File: src/rtl/spi_host_pkg.sv
`timescale 1ns/1ps
package spi_host_pkg;
  // byte offsets decoded by software drivers
  localparam int OFS_DATA = 0;
  localparam int OFS_CTRL = 2;
  localparam int OFS_STAT = 4;
  // control field positions
  localparam int CB_EN     = 0;
  localparam int CB_WIDE   = 2;
  localparam int CB_RIE    = 5;
  localparam int CB_WIE    = 6;
  localparam int CB_MODE   = 7;
  localparam int CB_IDLE   = 8;
  localparam int CB_DIV_LO = 9;

  typedef enum logic [1:0] {
    SH_IDLE = 2'd0,
    SH_RUN  = 2'd1,
    SH_DONE = 2'd2
  } sh_state_e;
endpackage

File: src/rtl/spi_host_baud.sv
`timescale 1ns/1ps
module spi_host_baud #(
  parameter int DIV_W = 7
) (
  input  logic             clk,
  input  logic             rst_n,
  input  logic             run,
  input  logic [DIV_W-1:0] div,
  output logic             tick
);
  logic [DIV_W-1:0] cnt_q, cnt_d;

  assign tick = run && (cnt_q == div);

  always_comb begin
    if (!run || tick) cnt_d = '0;
    else              cnt_d = cnt_q + 1'b1;
  end

  always_ff @(posedge clk or negedge rst_n) begin
    if (!rst_n) cnt_q <= '0;
    else        cnt_q <= cnt_d;
  end
endmodule

File: src/rtl/spi_host_shift.sv
`timescale 1ns/1ps
module spi_host_shift
  import spi_host_pkg::*;
#(
  parameter int W = 16
) (
  input  logic         clk,
  input  logic         rst_n,
  input  logic         en,
  input  logic         start,
  input  logic         wide,
  input  logic         cpha,
  input  logic         tick,
  input  logic [W-1:0] tx_word,
  input  logic         miso,
  output logic         busy,
  output logic         done,
  output logic         run,
  output logic         ph,
  output logic         mosi,
  output logic [W-1:0] rx_word
);
  localparam int HW = W / 2;
  localparam int EW = $clog2(2 * W);

  sh_state_e   state_q, state_d;
  logic [EW-1:0] edge_q, edge_d;
  logic          ph_q, ph_d;
  logic [W-1:0]  tx_q, tx_d, rx_q, rx_d;
  logic [EW-1:0] last_edge;
  logic          lead, capture, launch;

  assign last_edge = wide ? EW'(2 * W - 1) : EW'(W - 1);
  assign lead      = ~edge_q[0];
  assign capture   = cpha ? ~lead : lead;
  assign launch    = cpha ? (lead && (edge_q != '0)) : (!lead && (edge_q != last_edge));

  always_comb begin
    state_d = state_q;
    edge_d  = edge_q;
    ph_d    = ph_q;
    tx_d    = tx_q;
    rx_d    = rx_q;
    unique case (state_q)
      SH_IDLE: begin
        ph_d = 1'b0;
        if (start) begin
          state_d = SH_RUN;
          edge_d  = '0;
          tx_d    = wide ? tx_word : {tx_word[HW-1:0], {HW{1'b0}}};
          rx_d    = '0;
        end
      end
      SH_RUN: begin
        if (tick) begin
          ph_d = ~ph_q;
          if (capture) rx_d = {rx_q[W-2:0], miso};
          if (launch)  tx_d = {tx_q[W-2:0], 1'b0};
          if (edge_q == last_edge) state_d = SH_DONE;
          else                     edge_d  = edge_q + 1'b1;
        end
      end
      SH_DONE: state_d = SH_IDLE;
      default: state_d = SH_IDLE;
    endcase
    if (!en) begin
      state_d = SH_IDLE;
      ph_d    = 1'b0;
    end
  end

  always_ff @(posedge clk or negedge rst_n) begin
    if (!rst_n) begin
      state_q <= SH_IDLE;
      edge_q  <= '0;
      ph_q    <= 1'b0;
      tx_q    <= '0;
      rx_q    <= '0;
    end else begin
      state_q <= state_d;
      edge_q  <= edge_d;
      ph_q    <= ph_d;
      tx_q    <= tx_d;
      rx_q    <= rx_d;
    end
  end

  assign busy    = (state_q != SH_IDLE);
  assign done    = (state_q == SH_DONE);
  assign run     = (state_q == SH_RUN);
  assign ph      = ph_q;
  assign mosi    = tx_q[W-1];
  assign rx_word = wide ? rx_q : {{HW{1'b0}}, rx_q[HW-1:0]};
endmodule

File: src/rtl/spi_host_ctrl.sv
`timescale 1ns/1ps
module spi_host_ctrl
  import spi_host_pkg::*;
#(
  parameter int REG_W  = 16,
  parameter int ADDR_W = 3
) (
  input  logic              clk,
  input  logic              rst_n,
  input  logic              bus_wr,
  input  logic              bus_rd,
  input  logic [ADDR_W-1:0] bus_addr,
  input  logic [REG_W-1:0]  bus_wdata,
  output logic [REG_W-1:0]  bus_rdata,
  output logic              sclk,
  output logic              mosi,
  input  logic              miso,
  output logic              irq
);
  localparam int DIV_W = REG_W - CB_DIV_LO;

  logic             en_q, wide_q, rie_q, wie_q, mode_q, idle_q;
  logic             en_d, wide_d, rie_d, wie_d, mode_d, idle_d;
  logic [DIV_W-1:0] div_q, div_d;
  logic [REG_W-1:0] rxd_q, rxd_d;
  logic             rbf_q, rbf_d;

  logic sel_data, sel_ctrl, sel_stat;
  logic wr_ctrl, rd_data_w, start_w;
  logic busy_w, done_w, run_w, ph_w, tick_w;
  logic [REG_W-1:0] rx_word_w;
  logic ctrl_en, ctrl_idle, ctrl_rie;
  logic unused_wbits;

  assign sel_data  = (bus_addr == ADDR_W'(OFS_DATA));
  assign sel_ctrl  = (bus_addr == ADDR_W'(OFS_CTRL));
  assign sel_stat  = (bus_addr == ADDR_W'(OFS_STAT));
  assign wr_ctrl   = bus_wr && sel_ctrl;
  assign rd_data_w = bus_rd && sel_data;
  assign start_w   = bus_wr && sel_data && en_q && !busy_w;
  assign unused_wbits = ^{bus_wdata[4:3], bus_wdata[1]};

  always_comb begin
    en_d   = en_q;
    wide_d = wide_q;
    rie_d  = rie_q;
    wie_d  = wie_q;
    mode_d = mode_q;
    idle_d = idle_q;
    div_d  = div_q;
    if (wr_ctrl) begin
      en_d   = bus_wdata[CB_EN];
      wide_d = bus_wdata[CB_WIDE];
      rie_d  = bus_wdata[CB_RIE];
      wie_d  = bus_wdata[CB_WIE];
      mode_d = bus_wdata[CB_MODE];
      idle_d = bus_wdata[CB_IDLE];
      div_d  = bus_wdata[CB_DIV_LO +: DIV_W];
    end
  end

  always_comb begin
    rxd_d = rxd_q;
    rbf_d = rbf_q;
    if (rd_data_w) rbf_d = 1'b0;
    if (done_w) begin
      rxd_d = rx_word_w;
      rbf_d = 1'b1;
    end
  end

  always_ff @(posedge clk or negedge rst_n) begin
    if (!rst_n) begin
      en_q   <= 1'b0;
      wide_q <= 1'b0;
      rie_q  <= 1'b0;
      wie_q  <= 1'b0;
      mode_q <= 1'b0;
      idle_q <= 1'b0;
      div_q  <= '0;
      rxd_q  <= '0;
      rbf_q  <= 1'b0;
    end else begin
      en_q   <= en_d;
      wide_q <= wide_d;
      rie_q  <= rie_d;
      wie_q  <= wie_d;
      mode_q <= mode_d;
      idle_q <= idle_d;
      div_q  <= div_d;
      rxd_q  <= rxd_d;
      rbf_q  <= rbf_d;
    end
  end

  spi_host_baud #(.DIV_W(DIV_W)) u_baud (
    .clk  (clk),
    .rst_n(rst_n),
    .run  (run_w),
    .div  (div_q),
    .tick (tick_w)
  );

  spi_host_shift #(.W(REG_W)) u_shift (
    .clk    (clk),
    .rst_n  (rst_n),
    .en     (en_q),
    .start  (start_w),
    .wide   (wide_q),
    .cpha   (mode_q ^ idle_q),
    .tick   (tick_w),
    .tx_word(bus_wdata),
    .miso   (miso),
    .busy   (busy_w),
    .done   (done_w),
    .run    (run_w),
    .ph     (ph_w),
    .mosi   (mosi),
    .rx_word(rx_word_w)
  );

  always_comb begin
    bus_rdata = '0;
    if (sel_data)      bus_rdata = rxd_q;
    else if (sel_ctrl) bus_rdata = {div_q, idle_q, mode_q, wie_q, rie_q, 2'b00, wide_q, 1'b0, en_q};
    else if (sel_stat) bus_rdata = {{(REG_W-2){1'b0}}, rbf_q, busy_w};
  end

  assign ctrl_en   = en_q;
  assign ctrl_idle = idle_q;
  assign ctrl_rie  = rie_q;
  assign sclk      = idle_q ^ ph_w;
  assign irq       = (wie_q && !busy_w && !rbf_q) || (rie_q && rbf_q);
endmodule

File: config.mk
export PLATFORM = sky130hd
export DESIGN_NAME = spi_host_ctrl
export DESIGN_NICKNAME = d
export VERILOG_FILES = /design/src/rtl/spi_host_pkg.sv /design/src/rtl/spi_host_baud.sv /design/src/rtl/spi_host_shift.sv /design/src/rtl/spi_host_ctrl.sv
export SDC_FILE = /design/constraint.sdc
export NUM_CORES = 1
export LEC_CHECK = 0
export ABC_AREA = 1
export BUFFER_PORTS_ARGS = -buffer_cell sky130_fd_sc_hd__buf_2
export CAP_MARGIN = 20
export CORE_UTILIZATION = 64
export DETAILED_ROUTE_END_ITERATION = 16
export GPL_TIMING_DRIVEN = 1
export PLACE_DENSITY = 0.85
export SLEW_MARGIN = 0
export SYNTH_ARGS = -nofsm -noshare
export SYNTH_HDL_FRONTEND = slang
export SYNTH_HIERARCHICAL = 1
export SYNTH_SLANG_ARGS = --single-unit
File: constraint.sdc
create_clock -name clk -period 3.4 [get_ports clk]
set_input_delay 0.17 -clock clk [delete_from_list [all_inputs] [get_ports clk]]
set_output_delay 0.17 -clock clk [all_outputs]
set_load 0.02 [all_outputs]
==> results of run 1 <==
synthesized netlist by cell type (7+ instances only):
master,instances
buf_4,11
inv_1,57
o21ai_1,18
dfrtp_1,77
nand2_1,175
nand3_1,58
clkbuf_1,7
a31oi_1,8
o21ai_0,23
nand4_1,15
nor2_1,25
buf_2,9
sequential cells by signal, indices dropped and copies added (netlist names), 2 cells and up:
signal / cells
div_q: 7
rxd_q: 16
u_shift/rx_q: 16
u_shift/edge_q: 5
u_shift/state_q: 2
u_baud/cnt_q: 7
u_shift/tx_q: 16
through the flow:
| stage | instances | area [µm²] | utilization [%] | setup slack [ps] |
|---|---|---|---|---|
| after floorplan | 537 | 4160 | - | 1360 |
| after detailed placement | 627 | 4280 | 67.8 | 989 |
| after global routing | 643 | 4490 | 71.2 | 661 |
| after CTS | 643 | 4490 | 71.2 | 969 |
| final | 643 | 4490 | 71.2 | 871 |
| after global placement | 627 | 4280 | 67.8 | 1090 |
where the power goes:
group	internal [mW]	total [mW]	switching, mW
Combinational	0.298	0.862	0.564
Sequential	1.15	1.34	0.195
Clock	0.409	0.750	0.341
worst max-delay path, stage by stage (launching register included):
cell and delay, ps:
dfrtp_1 400, inv_1 110, nand2_2 400, inv_2 170, inv_1 70, nor3_1 310, inv_1 150, o21ai_2 230
nand2_4 190, inv_4 200, nand3_1 120, o21ai_1 100
per-layer routing:
metal / vias to the layer above / track usage (%)
li1: 1762 / -
met1: 1680 / 38.4
met4: 0 / 10.0
met5: - / 0
met2: 133 / 44.0
met3: 17 / 7.47
final cells by class:
cell class,count,share of cell area (%)
Sequential cell,77,42.9
Timing Repair Buffer,46,5.40
Multi-Input combinational cell,364,39.4
Clock inverter,7,2.00
Clock buffer,9,2.76
Inverter,63,5.37
Tap cell,77,2.14
logic make-up after synthesis:
| group | count (synthesis) | share of synthesized area, % |
|---|---|---|
| xor gates and xnor gates | 6 | 1.26 |
| DFF | 77 | 46.3 |
| and+or+nand+nor | 290 | 30.8 |
| adders and majority gates | 3 | 0.902 |
| buffers and inverters | 96 | 11.1 |
| AOI/OAI and AO/OA | 65 | 9.62 |
path summary, 6_finish.rpt:
check,endpoint,slack (ps)
min in group clk,u_shift/rx_q[0],70
hold reg to reg,rxd_q[2],480
setup reg to reg,u_shift/rx_q[2],870
setup / recovery,u_shift/rx_q[2],870
max in group asynchronous,u_shift/ph,2830
hold / removal,rbf_q,-40
layout by cell type, fill, tap and decap left out, types with 4 or more instances in the layout:
master,instances
nor2_1,25
nand2_4,4
nand4_1,15
xor2_1,5
o21ai_0,23
inv_1,57
nand2_1,175
buf_2,41
o31ai_1,6
a31oi_1,8
nand3_1,58
clkbuf_8,9
dfrtp_1,77
o21ai_1,18
buf_4,5
==> reports/results.md, run 1 <==
- finished with violations — status
- hold timing — failing checks
- 0 — number of antenna repair diodes
- 3670 ps — required time of the critical path
- u_shift/state_q[1] — worst r2r src
- 34 — synth unique cells
- 0 — Final Max Slew Viols
- 65.9% — starting utilization of the core area
- 42 — PortBufs
- 46.3% — part of the Yosys area used for sequential elements
- 14.3 mm — first-pass GRT wire length
- 36.7% — relative slew slack
- 77 — number of sinks driven by the clock tree
- 0 — quantity of hold-fixing buffers added after cts
- 620 µm — length of routed met3 wiring
- 4.04 mm — detailed-routing wirelength on met1
- 43 — number of top-level pins
- 4160 µm² — Mapped Area
- 74.4% — period utilization
- 0 — Resize count post-CTS
- 0.000411 V — VDD IR-drop max
- 4.32 mm — met2 layer wire length in the routed design
- 395 MHz — f_max
- in -> async — kind of path behind the tightest hold check
- 3 — level count of the clock H-tree
- 77 — Hold Vio Cnt, Final
- 537 — cell count after synthesis
- 2.96 mW — post-layout total power
- 0 — DRC errors left
- 28.4% — overall fraction of global-route tracks in use
- 6 — Synth warnings
- 35 — crit-path max FO
- 2 — maximum buffer depth of the clock tree
- 100% — share of synthesized flip-flops with an asynchronous set or reset
- 0.809 — final weighted congestion of routability-driven global placement
- met4 — max layer used
- 46.3% — proportion of netlist area held by the largest area contributor
- 82.7 µm — Die Span Y
- clkbuf_8 — clock root buffer
- 0 — number of antenna violations at the first check in global routing
- 5.59 — Via-to-Cell Ratio
- reg -> reg — start-to-end type of the worst setup path
- 0 — number of nets with antenna violations after routing
- 0 — maximum capacitance violations
- 6830 µm² — full die area
- 564 — Post-Synthesis Net Count
- 15.4% — ratio of cells with drive above 1 in the final layout
- built — CTS tree
- 11 — worst r2r path cells
- 2530 ps — post-layout minimum cycle time
- 6310 µm² — placeable core area
- 9 — number of buffers added by the clock tree synthesis step
- 2800 ps — WP data arrival
- 9.13 mm — total length of routed wires
- 2.27 nW — reported leakage power
- 949 ps — worst-margin pin slew
- 7.75 µm² — mean cell area of the mapped netlist
- 0 — final setup violation count
- 14.2 µm — routed wirelength normalized by instance count
- 0 — Post-synth EDFFs
- -40.1 ps — Worst Hold Margin
- 329 — drt first-iter violations
- 5 — length of the first detailed-routing pass in iterations
- 519 — Fillers
- u_shift/state_q[1] — CP Launch Point
- dfrtp_1 — largest area contributor in the synthesized netlist
- register — Critical Path Start Type
- 80 ps — clock-pin slew reported for the worst setup and hold paths after clock tree synthesis
- 1930 µm² — total area of sequential cells
- dfrtp_1 — ys flop type
- 29 — Core Rows
- 658 nW/µm² — Power Density
- 588 — number of nets in the final layout
- no — setup repair after global routing missed its margin
- 6.10 mm — final HPWL from detailed placement
- 0 — setup fix buffers added after clock tree synthesis
- 82.7 µm — floorplan die width
- 350 ps — clock latency at the later pin of the worst-skew pair
- register — element type at the critical path end
- 0 ps — aggregate negative setup slack
- 0 — global route total overflow
- 78 — maximum number of pins on one net before global-route repair
- 7.80 ps — clk_skew
- 3116 — vias in the first global route
- 77 — register bit total from synthesis
- 7.97% — synthesis-to-layout area growth
- 1770 µm² — multi-input gate area in the final layout
- dfrtp_1, nand2_1, nand3_1 — cells taking the most area after synthesis
- 3592 — via count
Note: power is estimated with default switching activity, not from simulation.
==> inputs of run 2 (changes only) <==
--- a/config.mk
+++ b/config.mk
@@ -8,10 +8,10 @@
 export ABC_AREA = 1
 export BUFFER_PORTS_ARGS = -buffer_cell sky130_fd_sc_hd__buf_2
 export CAP_MARGIN = 20
-export CORE_UTILIZATION = 64
+export CORE_UTILIZATION = 59
 export DETAILED_ROUTE_END_ITERATION = 16
 export GPL_TIMING_DRIVEN = 1
-export PLACE_DENSITY = 0.85
+export PLACE_DENSITY = 0.79
 export SLEW_MARGIN = 0
 export SYNTH_ARGS = -nofsm -noshare
 export SYNTH_HDL_FRONTEND = slang
==> constraint.sdc (replaced) <==
create_clock -name clk -period 2.6 [get_ports clk]
set_input_delay 0.13 -clock clk [delete_from_list [all_inputs] [get_ports clk]]
set_output_delay 0.13 -clock clk [all_outputs]
set_load 0.02 [all_outputs]
==> run 2 against run 1 <==
Against the previous run: the run now ends clean; first-iteration DRC count is 2.4% lower; largest power group unchanged; clock skew rose by 0.85 ps; combinational power is 30% higher; sequential share of layout area shrank 0.76 points.
==> reports/results.md, run 2 (synthesis gave the netlist of run 1 again) <==
- 9.25 mm — total length of routed wires
- 3621 — via count
- 86.0 µm — floorplan die width
- 0 — Final Max Slew Viols
- reg -> reg — start-to-end type of the worst setup path
- 88.9% — period utilization
- finished, final reports clean — status
- 2570 ps — WP data arrival
- 433 MHz — f_max
- 77 — number of sinks driven by the clock tree
- 0 — setup fix buffers added after clock tree synthesis
- 44.2% — part of the total power dissipated in sequential elements
- 27.8% — Clock Power Share
- miso — startpoint of the tightest hold check path
- 35.2% — switching power share of the total
- register — element type at the critical path end
- 86.0 µm — Die Span Y
- 0 ps — aggregate negative setup slack
- u_shift/rx_q[0] — end point of the worst hold path
- 9 — number of buffers added by the clock tree synthesis step
- 0.000502 V — VDD IR-drop max
- 4320 µm² — area of placed instances
- 2 — maximum buffer depth of the clock tree
- 27.0% — overall fraction of global-route tracks in use
- 6 — length of the first detailed-routing pass in iterations
- rxd_q (16), u_shift/rx_q (16), u_shift/tx_q (16) — Top Registers
- 28.0% — combinational power share
- no — setup repair after global routing missed its margin
- 938 ps — worst-margin pin slew
- 80 ps — clock-pin slew reported for the worst setup and hold paths after clock tree synthesis
- 0 — DRC errors left
- 321 — drt first-iter violations
- 2310 ps — post-layout minimum cycle time
- 0 — number of antenna violations at the first check in global routing
- 0 — number of nets with antenna violations after routing
- 2.31 nW — reported leakage power
- 3 — WHS Path Cells
- 37.4% — relative slew slack
- 1.41 mW — switching power
- 9.92% — synthesis-to-layout area growth
- 340 ps — clock latency at the later pin of the worst-skew pair
- 0 — Resize count post-CTS
- 12 — worst r2r path cells
- 5.45 — Via-to-Cell Ratio
- 664 — count of non-filler cells in the finished layout
- 17 — crit-path max FO
- 78 — maximum number of pins on one net before global-route repair
- 61.3% — starting utilization of the core area
- 648 — count of placed standard cells including taps
- nand2_1 — most common library cell in the layout ignoring fill and taps
- 0 — number of antenna repair diodes
- 591 — number of nets in the final layout
- 6.37 mm — final HPWL from detailed placement
- 37.7 ps — Worst Hold Margin
- 558 — Fillers
- 6790 µm² — placeable core area
- 873 nW/µm² — Power Density
- 2860 ps — required time of the critical path
- 3 — level count of the clock H-tree
- 8.65 ps — clk_skew
- 15.5% — ratio of cells with drive above 1 in the final layout
- 43 — number of top-level pins
- 7400 µm² — full die area
- 13.9 µm — routed wirelength normalized by instance count
- 0 — maximum capacitance violations
- 0 — global route total overflow
- register — Critical Path Start Type
- 1 — quantity of hold-fixing buffers added after cts
- 2.59 mW — internal power
- built — CTS tree
- 1770 µm² — multi-input gate area in the final layout
- 15.6 mm — first-pass GRT wire length
- 30 — Core Rows
- 0 — Hold Vio Cnt, Final
- 0 — final setup violation count
- 290 ps — worst-case register-to-register setup slack
- 3251 — vias in the first global route
- 42 — PortBufs
- div_q[2] — worst r2r src
- u_shift/rx_q[8] — FF-to-FF End
- 4580 µm² — final standard cell area without fillers
- clkbuf_8 — clock root buffer
- 1930 µm² — total area of sequential cells
- nand2_1, dfrtp_1, nand3_1 — commonest non-fill, non-tap cells in the layout
- 0.868 — final weighted congestion of routability-driven global placement
- in -> reg — kind of path behind the tightest hold check
==> run 2: power groups by stage <==
stage / Sequential (mW) / Clock [mW] / Combinational, mW
after floorplan: 1.71 / 0 / 0.939
after global placement: 1.77 / 0 / 1.08
after detailed placement: 1.78 / 0 / 1.11
after CTS: 1.76 / 1.12 / 1.12
after global routing: 1.81 / 1.16 / 1.28
final: 1.76 / 1.11 / 1.12
==> run 2: worst max-delay path by stage <==
stage / startpoint / end / slack, ps / depth (start not counted)
global route: u_shift/state_q[0] / u_shift/rx_q[8] / 130 / 11
floorplan: u_shift/state_q[1] / u_shift/tx_q[10] / 560 / 12
CTS: div_q[2] / u_shift/rx_q[8] / 340 / 12
finish: div_q[2] / u_shift/rx_q[8] / 290 / 12
detailed placement: div_q[2] / u_shift/rx_q[8] / 370 / 12
global placement: div_q[0] / u_shift/rx_q[0] / 420 / 12
==> run 2: layout make-up <==
class | instances | area share (%)
clock buffer | 11 | 3.31
clock inverter | 4 | 2.08
inverter | 63 | 5.28
multi-input combinational | 364 | 38.7
sequential | 77 | 42.1
tap | 96 | 2.63
timing repair buffer | 49 | 5.85
==> run 2: worst max-delay path, cell delays in order (launching register included) <==
cell	delay [ps]
dfrtp_1	460
inv_1	70
nand2_1	60
nand2_1	50
nor2_1	130
nand2_1	130
nor3_1	330
inv_1	180
o21ai_2	240
nand2_4	170
inv_4	200
nand3_1	100
o21ai_1	100
==> run 2: per-stage QoR <==
| stage | setup WS (ps) | util, % | total power, mW |
|---|---|---|---|
| 3_5_place_dp | 371 | 63.6 | 2.88 |
| 2_1_floorplan | 560 | - | 2.65 |
| 6_report | 290 | 67.3 | 3.99 |
| 5_1_grt | 132 | 67.3 | 4.25 |
| 3_3_place_gp | 418 | 63.6 | 2.84 |
| 4_1_cts | 339 | 67.3 | 3.99 |
==> run 2: per-layer routing <==
layer / GRT usage (%) / wire length, µm / vias to the layer above
met5: 0 / 0 / -
met4: 13.8 / 266 / 0
met3: 3.85 / 505 / 20
met2: 39.7 / 4230 / 132
met1: 39.2 / 4250 / 1692
li1: - / - / 1777
==> inputs of run 3 (changes only) <==
--- a/config.mk
+++ b/config.mk
@@ -11,6 +11,7 @@
 export CORE_UTILIZATION = 59
 export DETAILED_ROUTE_END_ITERATION = 16
 export GPL_TIMING_DRIVEN = 1
+export MAX_ROUTING_LAYER = met4
 export PLACE_DENSITY = 0.79
 export SLEW_MARGIN = 0
 export SYNTH_ARGS = -nofsm -noshare
==> run 3 against run 2 <==
Against the previous run: highest routed layer unchanged; register-to-register slack hardly changed; critical endpoint unchanged; fmax is 0.48% lower; cell count unchanged; critical path type unchanged; via count increased by 0.44%; sequential cell count stayed put; sequential power hardly changed; power barely moved; first-iteration DRC count rose by 3.7%; largest power group unchanged; global-route usage increased by 0.85 points; critical path depth stayed put.
==> reports/results.md, run 3 (synthesis gave the netlist of run 1 again) <==
- in -> reg — kind of path behind the tightest hold check
- nand2_1 — most common library cell in the layout ignoring fill and taps
- register — element type at the critical path end
- 5.48 — Via-to-Cell Ratio
- 1930 µm² — total area of sequential cells
- 2 — maximum buffer depth of the clock tree
- 0 — maximum capacitance violations
- 0.000498 V — VDD IR-drop max
- 78 — maximum number of pins on one net before global-route repair
- 0 — Final Max Slew Viols
- 77 — number of sinks driven by the clock tree
- rxd_q (16), u_shift/rx_q (16), u_shift/tx_q (16) — Top Registers
- 2580 ps — WP data arrival
- clkbuf_8 — clock root buffer
- 61.3% — starting utilization of the core area
- 0 — DRC errors left
- 27.9% — overall fraction of global-route tracks in use
- 15.5% — ratio of cells with drive above 1 in the final layout
- 86.0 µm — floorplan die width
- 946 ps — worst-margin pin slew
- 3245 — vias in the first global route
- 9.92% — synthesis-to-layout area growth
- 30 — Core Rows
- div_q[2] — worst r2r src
- 0 — number of nets with antenna violations after routing
- 42 — PortBufs
- no — setup repair after global routing missed its margin
- 873 nW/µm² — Power Density
- 0 — setup fix buffers added after clock tree synthesis
- 0 — number of antenna repair diodes
- 431 MHz — f_max
- 6.37 mm — final HPWL from detailed placement
- 0 — number of antenna violations at the first check in global routing
- 89.3% — period utilization
- 340 ps — clock latency at the later pin of the worst-skew pair
- 17 — crit-path max FO
- 4580 µm² — final standard cell area without fillers
- 648 — count of placed standard cells including taps
- 4320 µm² — area of placed instances
- 9.28 mm — total length of routed wires
- met4 — max layer used
- 664 — count of non-filler cells in the finished layout
- 6790 µm² — placeable core area
- 0.882 — final weighted congestion of routability-driven global placement
- div_q[2] — CP Launch Point
- nand2_1, dfrtp_1, nand3_1 — commonest non-fill, non-tap cells in the layout
- 2860 ps — required time of the critical path
- finished, final reports clean — status
- 9 — number of buffers added by the clock tree synthesis step
- 591 — number of nets in the final layout
- 0 — global route total overflow
- 0 ps — aggregate negative setup slack
- 3637 — via count
- 333 — drt first-iter violations
- 7400 µm² — full die area
- reg -> reg — start-to-end type of the worst setup path
- 558 — Fillers
- 43 — number of top-level pins
- 86.0 µm — Die Span Y
- register — Critical Path Start Type
- 0 — final setup violation count
- 80 ps — clock-pin slew reported for the worst setup and hold paths after clock tree synthesis
- 569 µm — length of routed met3 wiring
- 36.9% — relative slew slack
- 15.6 mm — first-pass GRT wire length
- 3 — level count of the clock H-tree
- 4.23 mm — detailed-routing wirelength on met1
- 14.0 µm — routed wirelength normalized by instance count
- 6 — length of the first detailed-routing pass in iterations
- 2.31 nW — reported leakage power
- 2320 ps — post-layout minimum cycle time
- 0 — Hold Vio Cnt, Final
- built — CTS tree
- miso — startpoint of the tightest hold check path
- 1770 µm² — multi-input gate area in the final layout
- 4.20 mm — met2 layer wire length in the routed design
- 10.3 ps — clk_skew
==> run 3: cell counts in the layout (fill, tap and decap cells not counted) <==
Identical to the previous run, type by type.
==> run 3: final timing paths <==
check	slack (ps)	cells after the start	to
max in group asynchronous	1510	2	u_shift/tx_q[8]
min reg2reg	490	2	rxd_q[6]
min	40	3	u_shift/rx_q[0]
max	280	12	u_shift/rx_q[8]
min in group asynchronous	480	2	rxd_q[3]
max reg2reg	280	12	u_shift/rx_q[8]
==> run 3: routing by layer <==
metal	track usage, %	vias to the layer above
met5	-	-
met4	13.8	0
met3	3.85	23
met2	39.5	143
met1	39.3	1694
li1	-	1777
==> run 3: where the power goes <==
| part | switching, mW | total, mW | leakage, nW | internal [mW] |
|---|---|---|---|---|
| logic | 0.721 | 1.12 | 1.20 | 0.402 |
| registers | 0.263 | 1.76 | 0.984 | 1.50 |
| clock network | 0.424 | 1.11 | 0.125 | 0.684 |
==> run 3: area by class of cell <==
class                      count  share of cell area, %
clock inverter                 4                   2.08
timing repair buffer          49                   5.85
clock buffer                  11                   3.31
sequential                    77                   42.1
multi-input combinational    364                   38.7
inverter                      63                   5.28
tap                           96                   2.63
==> run 3: critical path: stages, from the launching register on <==
cell and delay (ps):
dfrtp_1 460, inv_1 70, nand2_1 60, nand2_1 50, nor2_1 130, nand2_1 130
nor3_1 340, inv_1 180, o21ai_2 240, nand2_4 180, inv_4 200, nand3_1 110
o21ai_1 100
==> run 3: per-stage QoR <==
stage,utilization [%],power [mW],setup slack [ps],hold slack (ps)
floorplan,-,2.65,560,-166
global placement,63.6,2.84,418,341
detailed placement,63.6,2.88,371,342
CTS,67.3,3.99,339,37.8
global route,67.3,4.25,132,47.2
finish,67.3,4.00,279,37.7
==> run 3: what timing repair did <==
action                                 CTS  global route
hold buffers                             1             0
resized for setup                        0             0
endpoints found under the hold margin   77             0
